[src/rtl/tdm6_serializer.sv]
module tdm6_serializer #(
  parameter int NCH    = 6,
  parameter int SW     = 24,
  parameter int SLOT_W = 32,
  parameter int SLOTS  = 8
) (
  input  logic                       clk,
  input  logic                       rst_n,
  input  logic                       bclk_tick,
  input  logic [NCH*SW-1:0]          ch_data,
  input  logic [NCH*$clog2(NCH)-1:0] slot_map,
  output logic                       tdm_bclk,
  output logic                       tdm_fs,
  output logic                       tdm_dout
);
  localparam int FRAME = SLOTS * SLOT_W;
  localparam int CW    = $clog2(FRAME);
  localparam int PW    = $clog2(SLOT_W);
  localparam int SELW  = $clog2(NCH);

  logic [CW-1:0]   bitc;
  logic            bclk_q;
  logic [SW-1:0]   lat   [NCH];
  logic [SELW-1:0] map_q [NCH];

  wire fall    = bclk_tick &  bclk_q;
  wire rise    = bclk_tick & ~bclk_q;
  wire capture = rise && (bitc == CW'(FRAME - 1));

  always_ff @(posedge clk) begin
    if (!rst_n) begin
      bclk_q <= 1'b0;
      bitc   <= CW'(FRAME - 1);
    end else begin
      if (bclk_tick) bclk_q <= ~bclk_q;
      if (fall)      bitc   <= bitc + 1'b1;
    end
  end

  for (genvar g = 0; g < NCH; g++) begin : g_ch
    always_ff @(posedge clk) begin
      if (!rst_n) begin
        lat[g]   <= '0;
        map_q[g] <= SELW'(g);
      end else if (capture) begin
        lat[g]   <= ch_data[g*SW +: SW];
        map_q[g] <= slot_map[g*SELW +: SELW];
      end
    end
  end

  wire [CW-PW-1:0] slot = bitc[CW-1:PW];
  wire [PW-1:0]    pos  = bitc[PW-1:0];

  logic [SELW-1:0] cur_sel;
  logic [SW-1:0]   word;
  logic [SW-1:0]   shifted;
  logic            active;

  always_comb begin
    cur_sel = '1;
    for (int k = 0; k < NCH; k++)
      if (int'(slot) == k) cur_sel = map_q[k];
    word = '0;
    for (int k = 0; k < NCH; k++)
      if (int'(cur_sel) == k) word = lat[k];
    active  = (int'(slot) < NCH) && (pos != '0) && (int'(pos) <= SW)
              && (int'(cur_sel) < NCH);
    shifted = word << (pos - 1'b1);
  end

  assign tdm_bclk = bclk_q;
  assign tdm_fs   = bitc[CW-1];
  assign tdm_dout = active & shifted[SW-1];
endmodule


[config.mk]
export PLATFORM = sky130hd
export DESIGN_NAME = tdm6_serializer
export DESIGN_NICKNAME = d
export VERILOG_FILES = /design/src/rtl/tdm6_serializer.sv
export SDC_FILE = /design/constraint.sdc
export NUM_CORES = 1
export LEC_CHECK = 0
export ABC_CLOCK_PERIOD_IN_PS = 4700
export BUFFER_PORTS_ARGS = -buffer_cell sky130_fd_sc_hd__buf_4
export CELL_PAD_IN_SITES_DETAIL_PLACEMENT = 1
export CELL_PAD_IN_SITES_GLOBAL_PLACEMENT = 1
export CORE_ASPECT_RATIO = 1.5
export CORE_MARGIN = 8
export CORE_UTILIZATION = 30
export DETAILED_ROUTE_END_ITERATION = 10
export PLACE_DENSITY_LB_ADDON = 0.1
export SYNTH_ARGS = -nofsm -noshare
export SYNTH_HDL_FRONTEND = slang
export SYNTH_SLANG_ARGS = --single-unit
[constraint.sdc]
create_clock -name clk -period 4.7 [get_ports clk]
set_input_delay 0.47 -clock clk [delete_from_list [all_inputs] [get_ports clk]]
set_output_delay 0.47 -clock clk [all_outputs]
set_load 0.05 [all_outputs]
Word level (Yosys, flattened, before mapping)
Memories as Yosys holds them, arrays and structs flattened.
Index checks and enable logic that the tools add are counted.

word-level totals
  flip-flop bits (word level) = 9
  memory bits (writable) = 162
  input bits = 165
  output and inout bits = 3
  word-level logic and storage cells = 72
  memories kept = 2

memory list
  name   words  width  read ports  clocked after memory_dff  wr ports  line  source
  lat    6      24     6           0                         6         23    logic [SW-1:0] lat [NCH];
  map_q  6      3      6           0                         6         24    logic [SELW-1:0] map_q [NCH];

operators by class
  add/sub/neg operators = 2
  magnitude comparators = 3
  equality and inequality tests = 11
  shift operators = 1
  multiplexer cells = 28
  bitwise operators = 16
  reductions and logical operators = 7

operators with widths
  cell                                                                    number
  24-bit 2-to-1 mux                                                       12
  3-bit 2-to-1 mux                                                        12
  3-bit equality test (second input constant)                             8
  24-bit by 5-bit left shift with 24-bit output                           1
  1-bit bitwise OR                                                        12
  8-bit by 1-bit adder with 8-bit output (second input constant)          1
  8-bit equality test (second input constant)                             1
  3-bit by 2-bit equality test with 1-bit output (second input constant)  2
  3-bit zero test                                                         2
  3-bit less-than comparator (second input constant)                      2
  5-bit <= comparator (second input constant)                             1
  5-bit nonzero test                                                      1
  5-bit by 1-bit subtractor with 5-bit output (second input constant)     1
  1-bit logical AND                                                       4
  1-bit 2-to-1 mux                                                        4
  1-bit AND                                                               3
  1-bit inverter                                                          1

Longest topological paths before layout
Gate-level depths: netlist (run 1).

  depth after elaboration = 16
  gate-level depth with buffers = 14
  depth with buffers taken out = 10

Worst setup path before layout (run 1)
Ideal clock, no wire load.

  path type = register -> register
  from = register bitc[3]
  to = memory lat[0][0], enable pin
  setup time = 528 ps
  data arrival time = 4,623 ps
  setup slack = -451 ps
  stages on the path, launching flop included = 7
  buffers on the path = 1
  period minus slack after synthesis = 5,151 ps
  path through = dfxtp_1 clkbuf_1 nand2_1 nor2_1 and3_1 nand4_1 nand2_1

RTL lines
  item                    line  source
  start, declared         21    logic [CW-1:0] bitc;
  start signal, assigned  33    bitc <= CW'(FRAME - 1);
  start signal, assigned  36    if (fall) bitc <= bitc + 1'b1;
  end, declared           23

Worst setup path after layout (run 1)
  from = register bitc[6]
  to = output tdm_dout

on the way
  longest elaborated chain between the ends = 16
  elaborated cells on any way between the ends = 31
  classes of those cells = order compare (2); eq/ne (10); shift (1); mux (12); bitwise (1); reduce/logical (5)

ends and longest elaborated chain
  item                                           line  source
  3-bit zero test                                63    if (int'(slot) == k) cur_sel = map_q[k];
  3-bit 2-to-1 mux (6 in series)                 63
  3-bit zero test                                66    if (int'(cur_sel) == k) word = lat[k];
  24-bit 2-to-1 mux (6 in series)                66
  24-bit by 5-bit left shift with 24-bit output  69    shifted = word << (pos - 1'b1);
  1-bit AND (*)                                  74    assign tdm_dout = active & shifted[SW-1];
  end, declared                                  14    output logic tdm_dout

Every way passes the cells marked *; elsewhere a longest branch is shown, timed or not.

==> metrics.cfg, run 1 <==
[setup_path]
path_buf_inv=2
arrival_ns=3.89
path_cells=mux2i_1, and3_1, o32a_1, or2_2, buf_12, mux2_4, a221oi_2, nor3_1, nor4_1, a32oi_1, o221a_1, buf_4
critPathTopFamily=compound AO/OA/AOI/OAI gates
worstPathRequired_ns=4.23
crit_fanout=22
critPathCaptureType=output port
slowest_delay_ns=0.51
cp_num_cells=12
reg2regPathDepth=6
start_kind=flop
worstSetupPathType=flop to output port
cpMaxStageDelayCell=or2_2

[grt]
grt_pass1_wl_um=36000
grt_pass1_vias=6392
grt_max_degree=87
grt_util_met3_pct=3.12
gr-total-overflow=0
grt_usage_pct=14.6
top_usage_layer=met2
grt_use_met1_pct=16.4
grtUsageMet2_pct=26.3
antenna_found_initial=0

[floorplanning]
core_area_um2=26600
io_pins=168
start_util_pct=30.5
die_area_um2=32700
die_x_um=150
die_h_um=217
rows=73

[sta]
tightest_slew_ns=0.885
finalClockSkew_ns=0.00794
tns_ns=0
fin_crit_sh_pct=92.8
rsz0062_at_grt=no
maxSlewViolCount=0
max-slew-margin-rel_pct=40.6
max_freq_mhz=229
setup-violations-final=0
hold_violations=0
period_minus_slack_ns=4.36

[layout]
nNetsFinal=984
fillerInstances=2820
drive_gt1_share_pct=27.9
area_delta_synth_final_pct=28.2
antenna_cells=0

[synth]
ys_seq_area_share_pct=62.2
yosysMostFrequentCell=edfxtp_1
synth_commonest_cells=edfxtp_1, and2_1, nand2_1, mux2i_1, clkbuf_1
synth_edf_count=162
syn_area_um2=8110
synth_compound_area_share_pct=7.83
async_reset_ff_share_pct=0
synthMuxAreaShare_pct=6.08
synth_area_per_cell_um2=12.3
synthCells=658
ys_warn_count=0
netlist.area_leader.share_pct=60.0
synthAdderAreaFrac_pct=0.463
synthTopCellsByArea=edfxtp_1, and2_1, mux2i_1
syn-num-nets=826
synthXorXnorAreaFrac_pct=0.864
synth_ff_type=edfxtp_1
synth_top_family_by_area=simple AND/OR/NAND/NOR gates
ys_types=62
yosys.area.top_type=edfxtp_1
synth-seq-cells=171
synth_simple_gate_area_share_pct=20.0

[hold_path]
hold_class=input pin to flop
holdPathStages=2

[power_and_ir_drop]
vdd_drop_max_mv=0.230
sw_frac_of_total_pct=25.1
seq_power_share_pct=48.6
leakage_nw=4.02
p_int_mw=3.04
pwr_density_cell_nw_per_um2=390
clockPowerShare_pct=37.3
switching_power_mw=1.02
totalPowerFinal_mw=4.06
p_comb_share_pct=14.0

[status]
outcome=finished, final reports clean

[cts]
clock-sinks=171
post-cts-setup-buffers=0
clock_insertion_delay_worst_skew_ns=0.43
cts_tree=yes
path_clk_slew_ns=0.07
cts_buffers=17
clockRootBuffer=clkbuf_16
htree_levels=4
cts_max_path_buffers=2

[routing]
wl_per_cell_um=20.1
avgViaCountPerCell=4.75
drt_first_pass_iters=4
first_iter_violations=284
wirelength_um=23400
ant_nets=0
drc=0
via_count=5535

[job]
cap_violations=0

[place]
port_buffers=167
hpwlAfterDp_um=17700
routabilityCongestion=0.845

-- worst reg2reg max path: cells and delay by family (launching register included) --
kind / cells / cell delay (ns)
AND/OR/NAND/NOR: 5 / 1.70
buffers and inverters: 1 / 0.41
flip-flops: 1 / 0.57
-- cell type report --
class / count / area [um^2] / area share (%)
Clock buffer: 17 / 425 / 4.09
Clock inverter: 15 / 211 / 2.03
Inverter: 7 / 26.3 / 0.253
Multi-Input combinational cell: 438 / 2890 / 27.7
Sequential cell: 171 / 5050 / 48.5
Tap cell: 337 / 422 / 4.05
Timing Repair Buffer: 181 / 1380 / 13.3
-- kinds of logic after synthesis --
family / Yosys count
flops: 171
compound gates: 93
mux: 41
fa+ha+maj: 3
simple gates: 293
buf+inv: 49
xor+xnor: 8
-- layout by cell type (no fill, tap or decap), drive strengths merged, types with 5 or more instances in the layout --
cell type and n:
nor2 19, edfxtp 162, clkbuf 17, mux2i 32, mux4 6, buf 181, and3 7, inv 12
xnor2 5, a211oi 6, o22ai 6, nand3 13, dfxtp 9, a21oi 20, a221oi 6, nor3 6
o221ai 7, and2 156, nand2 67, or3 9, o21ai 21
-- flip-flops by register name, indices dropped and copies added, names as in the netlist --
| register | cells |
|---|---|
| bitc | 8 |
| lat | 144 |
| map_q | 18 |
| tdm_bclk | 1 |
-- what timing repair did --
action | in CTS | in global routing
hold buffers | 0 | 0
endpoints found under the setup margin | 0 | 1
gates resized for setup | 0 | 3
-- power by group through the flow --
| stage | clock network [mW] | logic (mW) | registers (mW) |
|---|---|---|---|
| 6_report | 1.51 | 0.570 | 1.97 |
| 5_1_grt | 1.61 | 0.625 | 1.99 |
| 4_1_cts | 1.55 | 0.587 | 1.98 |
| 3_5_place_dp | 0 | 0.585 | 2.01 |
| 3_3_place_gp | 0 | 0.569 | 2.01 |
| 2_1_floorplan | 0 | 0.334 | 1.97 |
-- through the flow --
stage          area [um^2]  hold WS (ns)  utilization, %  instances  setup WS [ns]
5_1_grt              10400         0.291            39.1       1166         0.0994
3_5_place_dp          9760         0.542            36.7       1134          0.626
4_1_cts              10400         0.277            39.1       1166          0.130
3_3_place_gp          9760         0.534            36.7       1134          0.680
6_report             10400         0.303            39.1       1166          0.337
2_1_floorplan         8120         0.489               -        658          0.904
-- path summary, 6_finish.rpt --
path	startpoint	end	slack, ns
hold / removal	slot_map[15]	map_q[5][0]$_SDFFCE_PN1P_	0.30
hold reg to reg	bitc[1]$_SDFFE_PN1P_	bitc[1]$_SDFFE_PN1P_	0.55
setup reg to reg	bitc[2]$_SDFFE_PN1P_	lat[1][38]$_SDFFCE_PN0P_	1.54
setup / recovery	bitc[6]$_SDFFE_PN1P_	tdm_dout	0.34
-- layer usage --
layer / share of wire (%) / vias to the layer above
met4: 1.7 / 0
met3: 3.3 / 21
met2: 54 / 123
li1: - / 2705
met1: 41 / 2686
met5: 0 / -
Note: power is estimated with default switching activity, not from simulation.
==> run 2, diff against run 1 <==
- ABC_CLOCK_PERIOD_IN_PS: 4700 -> 4600
- clock period: 4.7 -> 4.6 ns (I/O delays scaled with it)
==> run 2 against run 1 <==
  * Combinational power rose by 3%
  * Register-to-register slack got worse by 0.13 ns
  * Largest power group unchanged
  * Largest cell class unchanged
  * Clock skew fell by 0.00054 ns
  * Wire length rose by 1.1%
  * Non-clock buffer count rose by 3
  * Die area did not move
  * Critical endpoint unchanged
  * Worst hold slack got worse by 0.0022 ns
==> metrics.cfg, run 2 (synthesized netlist as in run 1, its figures left out) <==
[place]
port_buffers=167  ; unchanged
routabilityCongestion=0.817  ; was 0.845
placed_area_um2=9760  ; about the same
hpwlAfterDp_um=17900  ; was 17700 um

[cts]
cts_hold_buf=0  ; unchanged
htree_levels=4  ; unchanged
cts_tree=yes  ; unchanged
post-cts-setup-buffers=0  ; unchanged
cts_buffers=17  ; unchanged
clock_insertion_delay_worst_skew_ns=0.42  ; was 0.43 ns
path_clk_slew_ns=0.06  ; was 0.07 ns
clock-sinks=171  ; unchanged
cts_max_path_buffers=2  ; unchanged
clockRootBuffer=clkbuf_16  ; unchanged

[setup_path]
start_kind=flop  ; unchanged
worstSetupPathType=flop to output port  ; unchanged
r2r-end=lat[1][1]$_SDFFCE_PN0P_  ; was lat[1][38]$_SDFFCE_PN0P_
ff2ff_setup_slack_ns=1.41  ; was 1.54 ns
reg2reg_from=bitc[2]$_SDFFE_PN1P_  ; unchanged
crit_fanout=14  ; was 22
worstPathRequired_ns=4.14  ; was 4.23 ns
critPathCaptureType=output port  ; unchanged
arrival_ns=3.89  ; about the same
reg2regPathDepth=7  ; was 6

[sta]
max-slew-margin-rel_pct=27.0  ; was 40.6%
setup-violations-final=0  ; unchanged
hold_violations=0  ; unchanged
finalClockSkew_ns=0.00741  ; was 0.00794 ns
max_freq_mhz=230
period_minus_slack_ns=4.35
fin_crit_sh_pct=94.6
tightest_slew_ns=1.09  ; was 0.885 ns
maxSlewViolCount=0  ; unchanged
rsz0062_at_grt=no  ; unchanged
tns_ns=0  ; unchanged

[grt]
gr-total-overflow=0  ; unchanged
grt_pass1_wl_um=35900  ; was 36000 um
grt_max_degree=156  ; was 87
grt_pass1_vias=6302  ; was 6392
antenna_found_initial=0  ; unchanged
grt_usage_pct=14.6  ; about the same

[power_and_ir_drop]
pwr_density_cell_nw_per_um2=391  ; was 390 nW/um^2
vdd_drop_max_mv=0.206  ; was 0.230 mV
leakage_nw=4.03  ; was 4.02 nW

[layout]
antenna_cells=0  ; unchanged
largest_reg_flops=144  ; unchanged
top_regs=lat: 144 flops, map_q: 18 flops, bitc: 8 flops  ; unchanged
nNetsFinal=988  ; was 984
drive_gt1_share_pct=27.4  ; was 27.9%
mostFrequentLayoutCells=buf_4, edfxtp_1, and2_1  ; unchanged
final_common_cell=buf_4  ; unchanged
fin_area_um2=10400  ; about the same
area_delta_synth_final_pct=27.8  ; was 28.2%
regMostFlops=lat  ; unchanged
final_util_pct=39.0  ; was 39.1%

[floorplanning]
rows=73  ; unchanged
die_area_um2=32700  ; unchanged
die_x_um=150  ; unchanged
io_pins=168  ; unchanged
start_util_pct=30.5  ; unchanged
core_area_um2=26600  ; unchanged
die_h_um=217  ; unchanged

[routing]
wl_per_cell_um=20.3  ; was 20.1 um
drc=0  ; unchanged
ant_nets=0  ; unchanged
drt_first_pass_iters=4  ; unchanged
avgViaCountPerCell=4.75  ; about the same
first_iter_violations=238  ; was 284
via_count=5546  ; was 5535
wirelength_um=23700  ; was 23400 um

[job]
cap_violations=0  ; unchanged

[status]
outcome=finished, final reports clean  ; unchanged

[hold_path]
worst_hold_path.endpoint=bitc[0]$_SDFFE_PN1P_  ; was map_q[5][0]$_SDFFCE_PN1P_
min-delay-start=rst_n  ; was slot_map[15]
hold_class=input pin to flop  ; unchanged
holdPathStages=2  ; unchanged

[run 2: worst max-delay path by stage]
stage	end	depth (start not counted)	slack, ns	start
floorplan	tdm_dout	13	0.81	bitc[7]$_SDFFE_PN1P_
CTS	tdm_dout	11	0.08	bitc[5]$_SDFFE_PN1P_
global placement	tdm_dout	11	0.63	bitc[6]$_SDFFE_PN1P_
detailed placement	tdm_dout	11	0.46	bitc[6]$_SDFFE_PN1P_
finish	tdm_dout	11	0.25	bitc[5]$_SDFFE_PN1P_
global route	tdm_dout	11	0.07	bitc[5]$_SDFFE_PN1P_
[run 2: through the flow]
step	hold WS, ns	instances	total power, mW	worst slack (ns)
finish	0.301	1168	4.06	0.249
global route	0.287	1168	4.21	0.0711
CTS	0.273	1167	4.11	0.0837
detailed placement	0.549	1137	2.65	0.463
global placement	0.539	1137	2.63	0.631
floorplan	0.489	658	2.36	0.814
[run 2: final cells by class]
cell class / instances / area [um^2]
clock buffers: 21 / 440
clock inverters: 9 / 148
fillers: 2825 / 16200
inverters: 7 / 26.3
multi-input cells: 439 / 2910
flip-flops and latches: 171 / 5050
well taps: 337 / 422
repair buffers: 184 / 1380
[run 2: timing repair]
action | CTS | global route
pin swaps | 0 | 0
endpoints found under the setup margin | 1 | 1
gates resized for setup | 1 | 4
gates cloned | 0 | 1
[run 2: power breakdown]
| part | switching (mW) | internal [mW] | leakage [nW] |
|---|---|---|---|
| Clock | 0.554 | 0.899 | 0.288 |
| Sequential | 0.0836 | 1.93 | 1.77 |
| Combinational | 0.334 | 0.254 | 1.97 |
[run 2: metal layers]
metal | GRT usage [%] | vias to the layer above | routed length [um]
met5 | 0 | - | 0
met4 | 4.78 | 0 | 369
met3 | 3.03 | 21 | 947
met2 | 26.7 | 133 | 13000
met1 | 16.3 | 2681 | 9420
li1 | - | 2711 | -
[run 2: worst max-delay path, stage by stage, from the launching register on]
cell and delay, ns:
dfxtp_1 0.65, mux4_2 0.58, nand2_1 0.11, and2_1 0.19, buf_4 0.27, mux2i_1 0.14
o21ai_0 0.26, a221oi_1 0.12, or4_1 0.51, a41oi_1 0.18, o221a_1 0.25, buf_4 0.22
